$ cat src/rtl/mbx_pkg.sv
package mbx_pkg;
  localparam int DATA_W = 32;
  localparam int STRB_W = DATA_W / 8;
  localparam int ADDR_W = 8;
  localparam logic [ADDR_W-1:0] CMD_OFS  = 8'h00;
  localparam logic [ADDR_W-1:0] STAT_OFS = 8'h04;
  localparam logic [ADDR_W-1:0] WB_OFS   = 8'h80;
  localparam logic [ADDR_W-1:0] RB_OFS   = 8'h90;
  localparam int IRQ_REQ_BIT = 8;
  localparam int TAG_LSB     = 12;
  localparam int ACK_BIT     = 2;
endpackage

$ cat src/rtl/mbx_buf.sv
module mbx_buf
  import mbx_pkg::*;
#(
  parameter int WORDS = 4,
  parameter int IDX_W = 2
) (
  input  logic              clk,
  input  logic              rst_n,
  input  logic              wr_en,
  input  logic [IDX_W-1:0]  wr_idx,
  input  logic [DATA_W-1:0] wr_data,
  input  logic [STRB_W-1:0] wr_strb,
  input  logic [IDX_W-1:0]  rd_idx,
  output logic [DATA_W-1:0] rd_data
);
  logic [DATA_W-1:0] mem [WORDS];

  always_ff @(posedge clk or negedge rst_n) begin
    if (!rst_n) begin
      for (int w = 0; w < WORDS; w++) mem[w] <= '0;
    end else if (wr_en) begin
      for (int w = 0; w < WORDS; w++) begin
        for (int b = 0; b < STRB_W; b++) begin
          if (wr_idx == IDX_W'(w) && wr_strb[b]) mem[w][b*8 +: 8] <= wr_data[b*8 +: 8];
        end
      end
    end
  end

  assign rd_data = mem[rd_idx];
endmodule

$ cat src/rtl/mbx_ctrl.sv
module mbx_ctrl
  import mbx_pkg::*;
(
  input  logic              clk,
  input  logic              rst_n,
  input  logic              cmd_wr,
  input  logic [DATA_W-1:0] cmd_data,
  input  logic              stat_wr,
  input  logic [DATA_W-1:0] stat_data,
  input  logic              done,
  input  logic              err_in,
  input  logic [7:0]        code_in,
  output logic [DATA_W-1:0] cmd_q,
  output logic              busy,
  output logic              err,
  output logic [7:0]        code,
  output logic              irq_flag,
  output logic              doorbell,
  output logic              host_irq
);
  logic accept, finish, want_irq;

  assign accept   = cmd_wr && !busy;
  assign finish   = done && busy;
  assign want_irq = finish && cmd_q[IRQ_REQ_BIT];

  always_ff @(posedge clk or negedge rst_n) begin
    if (!rst_n) begin
      cmd_q    <= '0;
      busy     <= 1'b0;
      err      <= 1'b0;
      code     <= '0;
      irq_flag <= 1'b0;
      doorbell <= 1'b0;
      host_irq <= 1'b0;
    end else begin
      doorbell <= accept;
      host_irq <= want_irq;
      if (accept) begin
        cmd_q <= cmd_data;
        busy  <= 1'b1;
        err   <= 1'b0;
        code  <= '0;
      end else if (finish) begin
        busy <= 1'b0;
        err  <= err_in;
        code <= code_in;
      end
      if (want_irq) irq_flag <= 1'b1;
      else if (stat_wr && stat_data[ACK_BIT]) irq_flag <= 1'b0;
    end
  end
endmodule

$ cat src/rtl/host_ctl_mailbox.sv
module host_ctl_mailbox
  import mbx_pkg::*;
#(
  parameter int          BUF_BYTES = 16,
  parameter logic [7:0]  INIT_ID   = 8'h00,
  localparam int         WORDS     = BUF_BYTES / 4,
  localparam int         IDX_W     = (WORDS > 1) ? $clog2(WORDS) : 1
) (
  input  logic              clk,
  input  logic              rst_n,
  input  logic [ADDR_W-1:0] h_addr,
  input  logic              h_we,
  input  logic [DATA_W-1:0] h_wdata,
  input  logic [STRB_W-1:0] h_strb,
  output logic [DATA_W-1:0] h_rdata,
  output logic              host_irq,
  output logic              ctl_doorbell,
  output logic [DATA_W-1:0] ctl_cmd,
  input  logic [IDX_W-1:0]  ctl_wb_idx,
  output logic [DATA_W-1:0] ctl_wb_data,
  input  logic              ctl_rb_we,
  input  logic [IDX_W-1:0]  ctl_rb_idx,
  input  logic [DATA_W-1:0] ctl_rb_data,
  input  logic [STRB_W-1:0] ctl_rb_strb,
  input  logic              ctl_done,
  input  logic              ctl_err,
  input  logic [7:0]        ctl_err_code
);
  logic              wb_hit, rb_hit, cmd_wr, stat_wr;
  logic [ADDR_W-1:0] wb_off, rb_off;
  logic [DATA_W-1:0] cmd_q, rb_rdata;
  logic              busy, err, irq_flag;
  logic [7:0]        code;

  assign wb_off  = h_addr - WB_OFS;
  assign rb_off  = h_addr - RB_OFS;
  assign wb_hit  = (h_addr >= WB_OFS) && (h_addr < WB_OFS + ADDR_W'(BUF_BYTES));
  assign rb_hit  = (h_addr >= RB_OFS) && (h_addr < RB_OFS + ADDR_W'(BUF_BYTES));
  assign cmd_wr  = h_we && (h_addr == CMD_OFS);
  assign stat_wr = h_we && (h_addr == STAT_OFS);

  mbx_buf #(.WORDS(WORDS), .IDX_W(IDX_W)) u_outbuf (
    .clk(clk), .rst_n(rst_n),
    .wr_en(h_we && wb_hit), .wr_idx(wb_off[IDX_W+1:2]),
    .wr_data(h_wdata), .wr_strb(h_strb),
    .rd_idx(ctl_wb_idx), .rd_data(ctl_wb_data)
  );

  mbx_buf #(.WORDS(WORDS), .IDX_W(IDX_W)) u_inbuf (
    .clk(clk), .rst_n(rst_n),
    .wr_en(ctl_rb_we), .wr_idx(ctl_rb_idx),
    .wr_data(ctl_rb_data), .wr_strb(ctl_rb_strb),
    .rd_idx(rb_off[IDX_W+1:2]), .rd_data(rb_rdata)
  );

  mbx_ctrl u_ctrl (
    .clk(clk), .rst_n(rst_n),
    .cmd_wr(cmd_wr), .cmd_data(h_wdata),
    .stat_wr(stat_wr), .stat_data(h_wdata),
    .done(ctl_done), .err_in(ctl_err), .code_in(ctl_err_code),
    .cmd_q(cmd_q), .busy(busy), .err(err), .code(code),
    .irq_flag(irq_flag), .doorbell(ctl_doorbell), .host_irq(host_irq)
  );

  assign ctl_cmd = cmd_q;

  always_comb begin
    h_rdata = '0;
    if (h_addr == STAT_OFS)
      h_rdata = {8'h00, code, INIT_ID, cmd_q[TAG_LSB +: 4], 1'b0, irq_flag, err, busy};
    else if (rb_hit)
      h_rdata = rb_rdata;
  end
endmodule

$ cat config.mk
export PLATFORM = sky130hd
export DESIGN_NAME = host_ctl_mailbox
export DESIGN_NICKNAME = d
export VERILOG_FILES = /design/src/rtl/mbx_pkg.sv /design/src/rtl/mbx_buf.sv /design/src/rtl/mbx_ctrl.sv /design/src/rtl/host_ctl_mailbox.sv
export SDC_FILE = /design/constraint.sdc
export NUM_CORES = 1
export LEC_CHECK = 0
export CORE_MARGIN = 2
export CORE_UTILIZATION = 57
export CTS_CLUSTER_SIZE = 16
export DETAILED_ROUTE_END_ITERATION = 8
export DONT_BUFFER_PORTS = 1
export GPL_TIMING_DRIVEN = 0
export PLACE_DENSITY = 0.72
export REMOVE_ABC_BUFFERS = 1
export SYNTH_ARGS = -nofsm -noshare
export SYNTH_HDL_FRONTEND = slang
export SYNTH_SLANG_ARGS = --single-unit
$ cat constraint.sdc
create_clock -name clk -period 1.6 [get_ports clk]
set_input_delay 0.24 -clock clk [delete_from_list [all_inputs] [get_ports clk]]
set_output_delay 0.24 -clock clk [all_outputs]
set_load 0.005 [all_outputs]
==> metrics.md <==
| Metric | Value |
|---|---|
| Clock share of power | `0.386` |
| Max cap viols | `0` |
| Sw Ratio | `0.221` |
| Combinational power share | `0.118` |
| NetSw | `0.00409 W` |
| Post-Route Skew | `0.00730 ns` |
| Compound-Gate Fraction of Synth Area | `0.0142` |
| Wire length per cell | `23.8 um` |
| Setup crit start kind | `flip-flop` |
| Largest net degree at the start of global routing | `302` |
| Most frequent cells in the layout | `300 x dfrtp_1, 263 x mux2_2, 75 x dlygate4sd3_1` |
| CTS tree | `done` |
| Setup ws final | `-0.322 ns` |
| Share of power burned in registers | `0.496` |
| Crit path time final | `1.92 ns` |
| CTS max path bufs | `3` |
| Placement Rows | `56` |
| Area grow syn2layout | `18.4%` |
| Post-synth EDFFs | `0` |
| Normalized max-slew margin | `0.382` |
| GRT overflow | `0` |
| Drc violations | `0` |
| Register area share after synthesis | `0.564` |
| CP arrival | `1.68 ns` |
| Vias per inst | `5.99` |
| Failing checks | `negative hold slack, negative setup slack` |
| CP Max Fanout | `2` |
| HP Class | `in2async` |
| Largest family of logic cells by synthesized area | `multiplexers` |
| Simple-gate area share of the yosys netlist | `0.0501` |
| Nets | `1020` |
| PortBufs | `0` |
| Pleak | `7.20 nW` |
| Initial antenna violation count | `4` |
| Ys async rst share | `1.00` |
| Least-Margin Pin Slew | `0.925 ns` |
| Area of the mapped netlist | `13400 um^2` |
| Cts hold-fix bufs | `75` |
| Mean post-synth cell area | `16.5 um^2` |
| P per Cell Area | `1170 nW/um^2` |
| Distinct cells, synth | `33` |
| DIE AREA | `24700 um^2` |
| Post-Synth XOR/XNOR Area | `0` |
| Mux share of post-synthesis cell area | `0.356` |
| H-tree Lvls | `1` |
| WP data required | `1.36 ns` |
| Clk sinks | `301` |
| Yosys warns | `0` |
| Number of global-route vias before repair | `8418` |
| Top cell type's share of synthesized area | `0.564` |
| Crit end category | `output port` |
| CTS Buf Count | `31` |
| CORE AREA | `23300 um^2` |
| Fin util | `0.680` |
| Most common cell after layout, fill and taps aside | `dfrtp_1` |
| Final-report max-slew violation count | `0` |
| Worst vdd ir | `886 uV` |
| Layout cells sized above 1 | `0.527` |
| Detailed Place HPWL | `18700 um` |
| Die H | `157 um` |
| Final period util | `1.20` |
| Yosys reg bits | `301` |
| Die Wd | `157 um` |
| Hold Vio Cnt, Final | `301` |
| Drt total wl | `30200 um` |
| Drt first-iter violations | `396` |
| Skew-Pair Late Insertion Delay | `0.55 ns` |
| Final hold slack | `-0.605 ns` |
| Status | `finished with violations` |
| Post-synth top flop | `dfrtp_1` |
| Final setup fails | `64` |
| First-pass GRT wire length | `46300 um` |
| Synth area leader | `dfrtp_1` |
| Routed Antenna Nets | `0` |
| Drt pass-1 iters | `4` |
| RSZ-0062 raised after global routing | `yes` |
| RD Place Congestion | `0.742` |
| Ranking of synthesized cells by area | `dfrtp_1 56%, mux2_2 23%, mux4_2 11%` |
| Worst-path clk slew | `0.06 ns` |
| Max Freq | `0.520 GHz` |
| Routed via count | `7596` |
| TNS Setup | `-9.32 ns` |
| Mapped Cells | `810` |
| Post-Synth Adder-Cell Area | `0` |
| Kind of critical path | `reg2out` |
| Clock Tree Root | `clkbuf_16` |
| IO Count | `196` |
| Cell Int Power | `0.0145 W` |
| Total GRT Usage | `0.244` |
| Initial Util | `0.574` |
power by group through the flow:
stage	clock [W]	sequential, W	combinational (W)
6_report	0.00716	0.00920	0.00219
5_1_grt	0.00766	0.00930	0.00236
3_3_place_gp	0	0.00919	0.00170
2_1_floorplan	0	0.00911	0.00155
3_5_place_dp	0	0.00932	0.00180
4_1_cts	0.00734	0.00918	0.00214
worst max-delay path: stages, from the launching register on:
cell and delay (ns):
dfrtp_1 0.39, mux4_2 0.53, a22o_1 0.22
repair_timing:
item                                    4_1_cts  5_1_grt
gates cloned                                  2        0
endpoints found under the setup margin      107      114
buffers inserted                             25       13
hold endpoints to repair                    601      301
pin swaps                                     2        0
gates resized for setup                      31        5
per-layer routing:
layer  global-route usage  wire length, um
met3               0.0540             1780
met1                0.305            12300
met2                0.426            15300
met4               0.0801              798
met5                    0               13
area by class of cell:
type | instances | area (um^2)
timing repair inverter | 1 | 16.3
clock inverter | 12 | 113
inverter | 2 | 20.0
tap | 319 | 399
clock buffer | 45 | 918
antenna | 3 | 7.51
timing repair buffer | 113 | 1090
sequential | 301 | 7530
multi-input combinational | 472 | 5710
fill | 1576 | 7450
per-stage QoR:
| step | hold WS [ns] | area [um^2] | instances | total power (W) | worst slack (ns) |
|---|---|---|---|---|---|
| global placement | -0.0476 | 13600 | 1093 | 0.0109 | -0.830 |
| finish | -0.605 | 15800 | 1268 | 0.0185 | -0.322 |
| global route | -0.635 | 15800 | 1268 | 0.0193 | -0.373 |
| CTS | -0.629 | 15700 | 1252 | 0.0187 | -0.343 |
| floorplan | -0.0556 | 13200 | 774 | 0.0107 | -0.309 |
| detailed placement | -0.0495 | 13600 | 1093 | 0.0111 | -0.883 |
path summary, 6_finish.rpt:
path / end / cells past startpoint / slack, ns / start
max: h_rdata[7] / 2 / -0.32 / u_inbuf.mem[39]
min: u_ctrl.cmd_q[17] / 0 / -0.60 / rst_n
max reg2reg: u_ctrl.cmd_q[12] / 6 / 0 / u_ctrl.busy
min reg2reg: u_inbuf.mem[25] / 1 / 0.50 / u_inbuf.mem[25]
max in group asynchronous: u_ctrl.busy / 0 / 1.65 / rst_n
min in group clk: u_inbuf.mem[104] / 2 / 0.06 / ctl_rb_idx[0]
Yosys cell counts, types with 2 or more instances:
cell / number
mux2_2: 269
nor2_1: 2
dfrtp_1: 301
nand2_2: 12
nand4_1: 4
buf_2: 14
buf_6: 3
a22o_1: 15
nor3_2: 4
buf_4: 6
o21ai_0: 10
and3_1: 2
mux4_2: 64
nor4b_4: 2
mux2_4: 19
nor2b_1: 5
clkbuf_1: 9
nand2_1: 24
and4bb_2: 4
buf_1: 4
nand3_2: 8
and2_1: 18
kinds of logic (layout without fill, tap and decap cells):
group           after synthesis  after routing
buf+inv                      38            173
mux                         352            352
other cells                   0              3
compound gates               26             26
simple gates                 93             94
flops                       301            301
state kept, by name, summed over array words and instances (netlist names):
name / flops
u_ctrl.busy: 1
u_ctrl.cmd_q: 32
u_ctrl.irq_flag: 1
u_ctrl.host_irq: 1
u_ctrl.doorbell: 1
u_ctrl.code: 8
u_ctrl.err: 1
u_outbuf.mem: 128
u_inbuf.mem: 128
Power figures use the tool's default switching activity.
